$ cat src/rtl/alu_flags.sv
module alu_flags #(
  parameter int WIDTH = 8
) (
  input  logic [WIDTH-1:0] a_i,
  input  logic [WIDTH-1:0] b_i,
  input  logic [WIDTH-1:0] imm_i,
  input  logic             use_imm_i,
  input  logic             carry_i,
  input  logic [3:0]       op_i,
  input  logic [5:0]       flags_i,
  output logic [WIDTH-1:0] res_o,
  output logic             wr_en_o,
  output logic [5:0]       flags_o
);
  localparam int HALF = WIDTH / 2;
  localparam int MSB  = WIDTH - 1;
  localparam logic [WIDTH-1:0] ONES = '1;
  localparam logic [WIDTH-1:0] ONE  = WIDTH'(1);

  localparam logic [5:0] UPD_ALL   = 6'b111111;
  localparam logic [5:0] UPD_LOGIC = 6'b011110;
  localparam logic [5:0] UPD_COM   = 6'b011111;

  logic [WIDTH-1:0] opb;
  assign opb = use_imm_i ? imm_i : b_i;

  logic [WIDTH-1:0] ax, ay, sx, sy;
  logic             ac, sc;
  logic [WIDTH:0]   add_full, sub_full;
  logic [HALF:0]    add_half, sub_half;

  always_comb begin
    ax = a_i;
    ay = (op_i == 4'd9) ? ONE : opb;
    ac = (op_i == 4'd1) ? carry_i : 1'b0;
    sx = a_i;
    sy = opb;
    sc = (op_i == 4'd3 || op_i == 4'd13) ? carry_i : 1'b0;
    case (op_i)
      4'd7:    begin sx = ONES; sy = a_i; end
      4'd8:    begin sx = '0;   sy = a_i; end
      4'd10:   sy = ONE;
      default: ;
    endcase
  end

  assign add_full = {1'b0, ax} + {1'b0, ay} + {{WIDTH{1'b0}}, ac};
  assign add_half = {1'b0, ax[HALF-1:0]} + {1'b0, ay[HALF-1:0]} + {{HALF{1'b0}}, ac};
  assign sub_full = {1'b0, sx} - {1'b0, sy} - {{WIDTH{1'b0}}, sc};
  assign sub_half = {1'b0, sx[HALF-1:0]} - {1'b0, sy[HALF-1:0]} - {{HALF{1'b0}}, sc};

  logic add_v, sub_v;
  assign add_v = (ax[MSB] == ay[MSB]) && (add_full[MSB] != ax[MSB]);
  assign sub_v = (sx[MSB] != sy[MSB]) && (sub_full[MSB] != sx[MSB]);

  logic [5:0] upd;
  logic       c_n, h_n, v_n, z_keep;

  always_comb begin
    res_o   = '0;
    wr_en_o = 1'b1;
    upd     = UPD_LOGIC;
    c_n     = flags_i[0];
    h_n     = flags_i[5];
    v_n     = 1'b0;
    z_keep  = 1'b1;
    case (op_i)
      4'd0, 4'd1: begin
        res_o = add_full[MSB:0]; upd = UPD_ALL;
        c_n = add_full[WIDTH]; h_n = add_half[HALF]; v_n = add_v;
      end
      4'd2, 4'd3, 4'd8, 4'd12, 4'd13: begin
        res_o = sub_full[MSB:0]; upd = UPD_ALL;
        c_n = sub_full[WIDTH]; h_n = sub_half[HALF]; v_n = sub_v;
        wr_en_o = !(op_i == 4'd12 || op_i == 4'd13);
        z_keep  = (op_i == 4'd3 || op_i == 4'd13) ? flags_i[1] : 1'b1;
      end
      4'd4:  res_o = a_i & opb;
      4'd5:  res_o = a_i | opb;
      4'd6:  res_o = a_i ^ opb;
      4'd7: begin
        res_o = sub_full[MSB:0]; upd = UPD_COM; c_n = 1'b1;
      end
      4'd9:  begin res_o = add_full[MSB:0]; v_n = add_v; end
      4'd10: begin res_o = sub_full[MSB:0]; v_n = sub_v; end
      4'd11: begin res_o = ONES; upd = '0; end
      default: begin wr_en_o = 1'b0; upd = '0; end
    endcase
  end

  logic       n_n, z_n;
  logic [5:0] fresh;
  assign n_n     = res_o[MSB];
  assign z_n     = (res_o == '0) && z_keep;
  assign fresh   = {h_n, n_n ^ v_n, v_n, n_n, z_n, c_n};
  assign flags_o = (fresh & upd) | (flags_i & ~upd);
endmodule

$ cat config.mk
export PLATFORM = sky130hd
export DESIGN_NAME = alu_flags
export DESIGN_NICKNAME = d
export VERILOG_FILES = /design/src/rtl/alu_flags.sv
export SDC_FILE = /design/constraint.sdc
export NUM_CORES = 1
export LEC_CHECK = 0
export ABC_CLOCK_PERIOD_IN_PS = 6900
export BUFFER_PORTS_ARGS = -buffer_cell sky130_fd_sc_hd__buf_4
export CORE_UTILIZATION = 55
export DETAILED_ROUTE_END_ITERATION = 8
export PLACE_DENSITY = 0.78
export SLEW_MARGIN = 20
export SYNTH_ARGS = -nofsm -noshare
export SYNTH_HDL_FRONTEND = slang
export SYNTH_SLANG_ARGS = --single-unit
$ cat constraint.sdc
create_clock -name vclk -period 6.9
set_input_delay 0.345 -clock vclk [all_inputs]
set_output_delay 0.345 -clock vclk [all_outputs]
set_load 0.02 [all_outputs]
== After elaboration in Yosys (flattened, before gate mapping) ==
Cells that the tools add are included.

* Memories kept: 0
* Latch bits: 0
* Flip-flop bits (word level): 0
* Bits in writable memories: 0
* Output and inout bits: 15
* Bits in read-only memories: 0

* $lt $le $gt $ge: 0
* Divide/modulo/power cells: 0
* Multiply operators: 0
* Eq/ne operators: 17
* Bitwise operators: 8
* Mux-type cells: 14
* Add/subtract/negate cells: 8
* Shift operators: 0
* Reduce and logical (&&, ||, !) cells: 17

{| class="wikitable"
|+ Operators with widths
! operator !! count
|-
| case mux 8 bit (6 select lines) || 1
|-
| case mux 8 bit (2 select lines) || 2
|-
| equality test 4 bit (second input constant) || 6
|-
| case mux 6 bit (3 select lines) || 1
|-
| equality test 4 x 3 -> 1 bit (second input constant) || 4
|-
| 2-to-1 mux 8 bit || 2
|-
| OR reduction 7 bit || 2
|-
| AND 6 bit || 2
|-
| OR reduction 5 bit || 2
|-
| adder 8 x 8 -> 9 bit || 1
|-
| adder 9 x 1 -> 9 bit || 1
|-
| OR reduction 9 bit || 1
|-
| subtractor 8 x 8 -> 9 bit || 1
|-
| subtractor 9 x 1 -> 9 bit || 1
|-
| AND 8 bit || 1
|-
| equality test 4 x 2 -> 1 bit (second input constant) || 2
|-
| logical NOT 8 bit || 1
|-
| bitwise OR 8 bit || 1
|-
| XOR 8 bit || 1
|-
| inverter 6 bit || 1
|-
| bitwise OR 6 bit || 1
|-
| case mux 1 bit (2 select lines) || 3
|-
| OR reduction 6 bit || 1
|-
| adder 4 x 4 -> 5 bit || 1
|-
| 15 further kinds || 24
|}

== Logic depth before layout (Yosys ltp) ==
* Depth in word-level cells: 11
* Mapped depth: 18
* Mapped depth without buffers: 15

== Least setup slack after synthesis ==
OpenSTA, ideal clock, no wires.

* Path kind: in2out
* Start point: input op_i[1]
* End point: output flags_o[1]
* Required time: 6.555 ns
* Stages: 15
* Slack: 2.598 ns
* Path buffers: 3
* Data arrival time: 3.957 ns
* Path through: clkbuf_1 buf_1 clkbuf_1 nor3_1 a22o_1 a21oi_1 fa_1 inv_1 fa_1 nand2b_1 a2111oi_0 nor3_1 xnor2_1 o211ai_1 o31ai_2

* Cells in the longest elaborated chain, start to end: 10

{| class="wikitable"
|+ RTL lines
! what !! RTL line !! RTL
|-
| from (decl) || 9 || <nowiki>input logic [3:0] op_i,</nowiki>
|-
| equality test 4 bit or equality test 4 x 3 -> 1 bit (tied branches) || 39, 67 ||
|-
| OR reduction 2 bit (no line) || - ||
|-
| case mux 8 bit (2 select lines) || 39 || <nowiki>case (op_i)</nowiki>
|-
| subtractor 8 x 8 -> 9 bit || 49 || <nowiki>assign sub_full = {1'b0, sx} - {1'b0, sy} - {{WIDTH{1'b0}}, sc};</nowiki>
|-
| subtractor 9 x 1 -> 9 bit || 49 ||
|-
| case mux 8 bit (6 select lines) * || 67 || <nowiki>case (op_i)</nowiki>
|-
| via res_o[6] || 11 || <nowiki>output logic [WIDTH-1:0] res_o,</nowiki>
|-
| logical NOT 8 bit * || 94 || <nowiki>assign z_n = (res_o == '0) && z_keep;</nowiki>
|-
| logical AND 1 bit * || 94 ||
|-
| AND 6 bit * || 96 || <nowiki>assign flags_o = (fresh & upd) | (flags_i & ~upd);</nowiki>
|-
| bitwise OR 6 bit * || 96 ||
|-
| to (decl) || 13 || <nowiki>output logic [5:0] flags_o</nowiki>
|}

The timed path passes the listed nets; every way through them passes the cells marked *.

== Worst setup path in the final report ==
* Start point: input op_i[3]
* End point: output flags_o[0]

* Cells in the longest elaborated chain, start to end: 8

{| class="wikitable"
|+ RTL lines
! what !! RTL line
|-
| equality test 4 bit or equality test 4 x 3 -> 1 bit (tied branches) || 39, 67
|-
| OR reduction 2 bit (no line) || -
|-
| case mux 8 bit (2 select lines) || 39
|-
| subtractor 8 x 8 -> 9 bit || 49
|-
| subtractor 9 x 1 -> 9 bit || 49
|-
| case mux 1 bit (3 select lines) || 67
|-
| AND 6 bit || 96
|-
| bitwise OR 6 bit * || 96
|}

Every way passes the cells marked *; elsewhere a longest branch is shown, timed or not.

==> impl_metrics.prom <==
# TYPE chip_impl_metric gauge
chip_impl_metric{name="area.growth.synth_to_final",unit="%"} 17.2
chip_impl_metric{name="pin_count",unit=""} 51
chip_impl_metric{name="core-area",unit="sq mm"} 0.00374
chip_impl_metric{name="synth_area",unit="sq mm"} 0.00220
chip_impl_metric{name="clkbuf_count",unit=""} 0
chip_impl_metric{name="timing.final.max_slew_violations",unit=""} 0
chip_impl_metric{name="total_leakage_power",unit="nW"} 1.26
chip_impl_metric{name="number_of_input_and_output_port_buffers_inserted",unit=""} 51
chip_impl_metric{name="synth-adder-area-share",unit="%"} 23.6
chip_impl_metric{name="postCtsSetupRepairBufs",unit=""} 0
chip_impl_metric{name="routed-via-count",unit=""} 2551
chip_impl_metric{name="ctsHoldBuffers",unit=""} 0
chip_impl_metric{name="yosys-mux-area-fraction",unit="%"} 7.86
chip_impl_metric{name="required",unit="ns"} 6.55
chip_impl_metric{name="antenna_violating_nets_remaining",unit=""} 0
chip_impl_info{name="setup_repair_after_global_routing_missed_its_margin",value="false"} 1
chip_impl_metric{name="postSynthAreaPerCell",unit="sq um"} 6.74
chip_impl_metric{name="cp_max_fo",unit=""} 29
chip_impl_metric{name="grt_first_pass_wirelength",unit="um"} 11000
chip_impl_metric{name="die_h",unit="um"} 65.2
chip_impl_metric{name="worst-slew-pin-transition",unit="ns"} 0.909
chip_impl_metric{name="drt-initial-drc-count",unit=""} 251
chip_impl_metric{name="finalCritPeriodShare",unit="%"} 66.0
chip_impl_metric{name="peakVddDrop",unit="mV"} 0.0899
chip_impl_metric{name="antenna_found_initial",unit=""} 0
chip_impl_metric{name="die_x",unit="um"} 65.2
chip_impl_metric{name="grt.overflow.total",unit=""} 0
chip_impl_metric{name="max_slew_margin",unit="%"} 38.9
chip_impl_metric{name="drt_pre_antenna_iters",unit=""} 5
chip_impl_metric{name="total_routed_length",unit="um"} 6620
chip_impl_metric{name="preCtsSetupSlack",unit="ns"} 2.42
chip_impl_metric{name="setup_viol",unit=""} 0
chip_impl_metric{name="pin_count_of_the_biggest_net_entering_global_routing",unit=""} 41
chip_impl_metric{name="placementRows",unit=""} 22
chip_impl_metric{name="finalNetCount",unit=""} 439
chip_impl_metric{name="min_period",unit="ns"} 4.55
chip_impl_info{name="hold_path_start",value="flags_i[3]"} 1
chip_impl_metric{name="viasPerCell",unit=""} 6.22
chip_impl_metric{name="sequential_cell_area",unit="sq um"} 0
chip_impl_metric{name="post_synth_and_or_nand_nor_area_fraction",unit="%"} 20.1
chip_impl_metric{name="grt_usage",unit="%"} 32.5
chip_impl_metric{name="cts_repair_resized_insts",unit=""} 0
chip_impl_info{name="synth_top_family_by_area",value="compound AO/OA/AOI/OAI gates"} 1
chip_impl_metric{name="nFlopsAndLatches",unit=""} 0
chip_impl_metric{name="synth_compound_gate_area_share",unit="%"} 32.9
chip_impl_metric{name="drcViolationCount",unit=""} 0
chip_impl_metric{name="synthCells",unit=""} 326
chip_impl_metric{name="synth_xor_xnor_area_share",unit="%"} 5.98
chip_impl_metric{name="insertedDiodeCount",unit=""} 0
chip_impl_metric{name="via_count_of_the_first_global_routing_pass",unit=""} 2359
chip_impl_metric{name="initial_core_util",unit="%"} 58.7
chip_impl_metric{name="drt-wirelength-per-cell",unit="um"} 16.1
chip_impl_info{name="criticalPathCategory",value="in -> out"} 1
chip_impl_metric{name="synthesis.nets",unit=""} 401
chip_impl_metric{name="gpl.final_weighted_congestion",unit=""} 0.926
chip_impl_metric{name="dpl.hpwl",unit="um"} 5340
chip_impl_metric{name="max_clock_freq",unit="MHz"} 220
chip_impl_metric{name="die_area",unit="sq mm"} 0.00425
chip_impl_info{name="status",value="completed"} 1
chip_impl_metric{name="power_density",unit="mW/mm^2"} 138
chip_impl_metric{name="setup_tns",unit="ns"} 0
chip_impl_metric{name="yosysSeqAreaShare",unit="%"} 0
chip_impl_metric{name="fraction_of_final_layout_cells_sized_beyond_drive_strength_1",unit="%"} 17.1
chip_impl_info{name="startpoint_type",value="input port"} 1
chip_impl_info{name="critPathLaunch",value="op_i[3]"} 1
chip_impl_info{name="holdCritPathClass",value="in -> out"} 1
chip_impl_metric{name="layout.cell_area.non_filler",unit="sq mm"} 0.00257
chip_impl_metric{name="setup_slack",unit="ns"} 2.35
chip_impl_metric{name="detailed_place.area",unit="sq mm"} 0.00257
chip_impl_info{name="kind_of_capture_point_of_the_worst_setup_path",value="primary output"} 1
chip_impl_metric{name="critical_path_arrival",unit="ns"} 4.21
chip_impl_metric{name="ys.warnings.count",unit=""} 0
chip_impl_metric{name="ys_types",unit=""} 57
chip_impl_metric{name="final_hold_viol_count",unit=""} 0
chip_impl_metric{name="drv.max_cap_violation_count",unit=""} 0
-- synth_stat cells, drive strengths merged (2+ instances only) --
cell type  instances  area share (%)
o21ai             23             5.2
nor3               7             1.6
fa                 4             3.6
nor2              19             3.2
a21o               4             1.4
or3                4             1.1
clkinv             2            0.34
xnor2             10             4.0
o211ai             7             2.4
o31ai              2            0.91
nand2             34             5.8
mux2i             15             6.8
nand3              4            0.91
mux2               2             1.0
inv               37             6.3
o221ai             7             2.8
o22ai              8             2.3
a21oi             34             7.9
buf                6             1.4
nand4              3            0.85
nor4               2            0.57
a31oi              2            0.57
a2111oi            2            0.80
o21bai             2            0.68
a22o               2            0.80
o32ai              2            0.80
clkbuf             9             1.5
o21a               3             1.0
ha                35              20
nor2b              2            0.57
a31o               2            0.80
nand2b             6             1.7
a211o              2            0.80
xor2               5             2.0
-- cells by family (layout without fill, tap and decap cells) --
family,count (synthesis),count (layout)
compound gates,110,110
xor+xnor,15,15
fa+ha+maj,39,39
buf+inv,54,90
mux,17,17
simple gates,91,91
-- final cells by class --
class / count / area, sq um
inverter: 39 / 146
timing repair buffer: 51 / 383
multi-input combinational: 272 / 1980
tap: 48 / 60.1
fill: 363 / 1170
-- worst max-delay path, cell delays in order --
cell and delay [ns]:
buf_4 0.26, nor2b_1 0.29, nor2_1 0.11, a21oi_1 0.51, o22ai_1 0.14, a21oi_1 0.21, fa_1 0.20, inv_1 0.07
fa_1 0.45, nand2b_1 0.19, a2111oi_0 0.39, nor3_1 0.15, a21oi_1 0.24, o21bai_1 0.11, xor2_1 0.15, o21ai_0 0.21
buf_4 0.18
-- cells in the final DEF (no fill, tap or decap), drive strengths merged, types with 3 or more instances in the layout --
master,Yosys,final
nand2,34,34
nand2b,6,6
nand3,4,4
o21ai,23,23
o211ai,7,7
fa,4,4
nand4,3,3
o221ai,7,7
ha,35,35
xor2,5,5
nor3,7,7
xnor2,10,10
a21oi,34,34
o21a,3,3
o22ai,8,8
buf,6,51
a21o,4,4
mux2i,15,15
inv,37,37
nor2,19,19
or3,4,4
-- worst paths after layout --
check | to | slack, ns | depth (start not counted)
max | flags_o[0] | 2.35 | 17
min | flags_o[3] | 0.99 | 3
-- through the flow --
stage	instances	util, %	total power, mW	hold WS (ns)
2_1_floorplan	326	-	0.243	0.843
3_3_place_gp	410	68.8	0.345	0.985
3_5_place_dp	410	68.8	0.349	0.990
4_1_cts	410	68.8	0.350	0.994
5_1_grt	410	68.8	0.387	1.00
6_report	410	68.8	0.354	0.991
-- report_power, final --
| group | internal (mW) | leakage, nW | switching [mW] |
|---|---|---|---|
| registers | 0 | 0 | 0 |
| clock network | 0 | 0 | 0 |
| logic | 0.150 | 1.26 | 0.204 |
-- routing by layer --
metal  wire (um)  global-route usage, %  vias up
li1            -                      -     1257
met1        3010                   44.0     1167
met2        3030                   55.4      111
met3         409                   1.91       16
met4         165                   8.42        0
met5           0                      0        -
(Power assumes the default switching activity.)
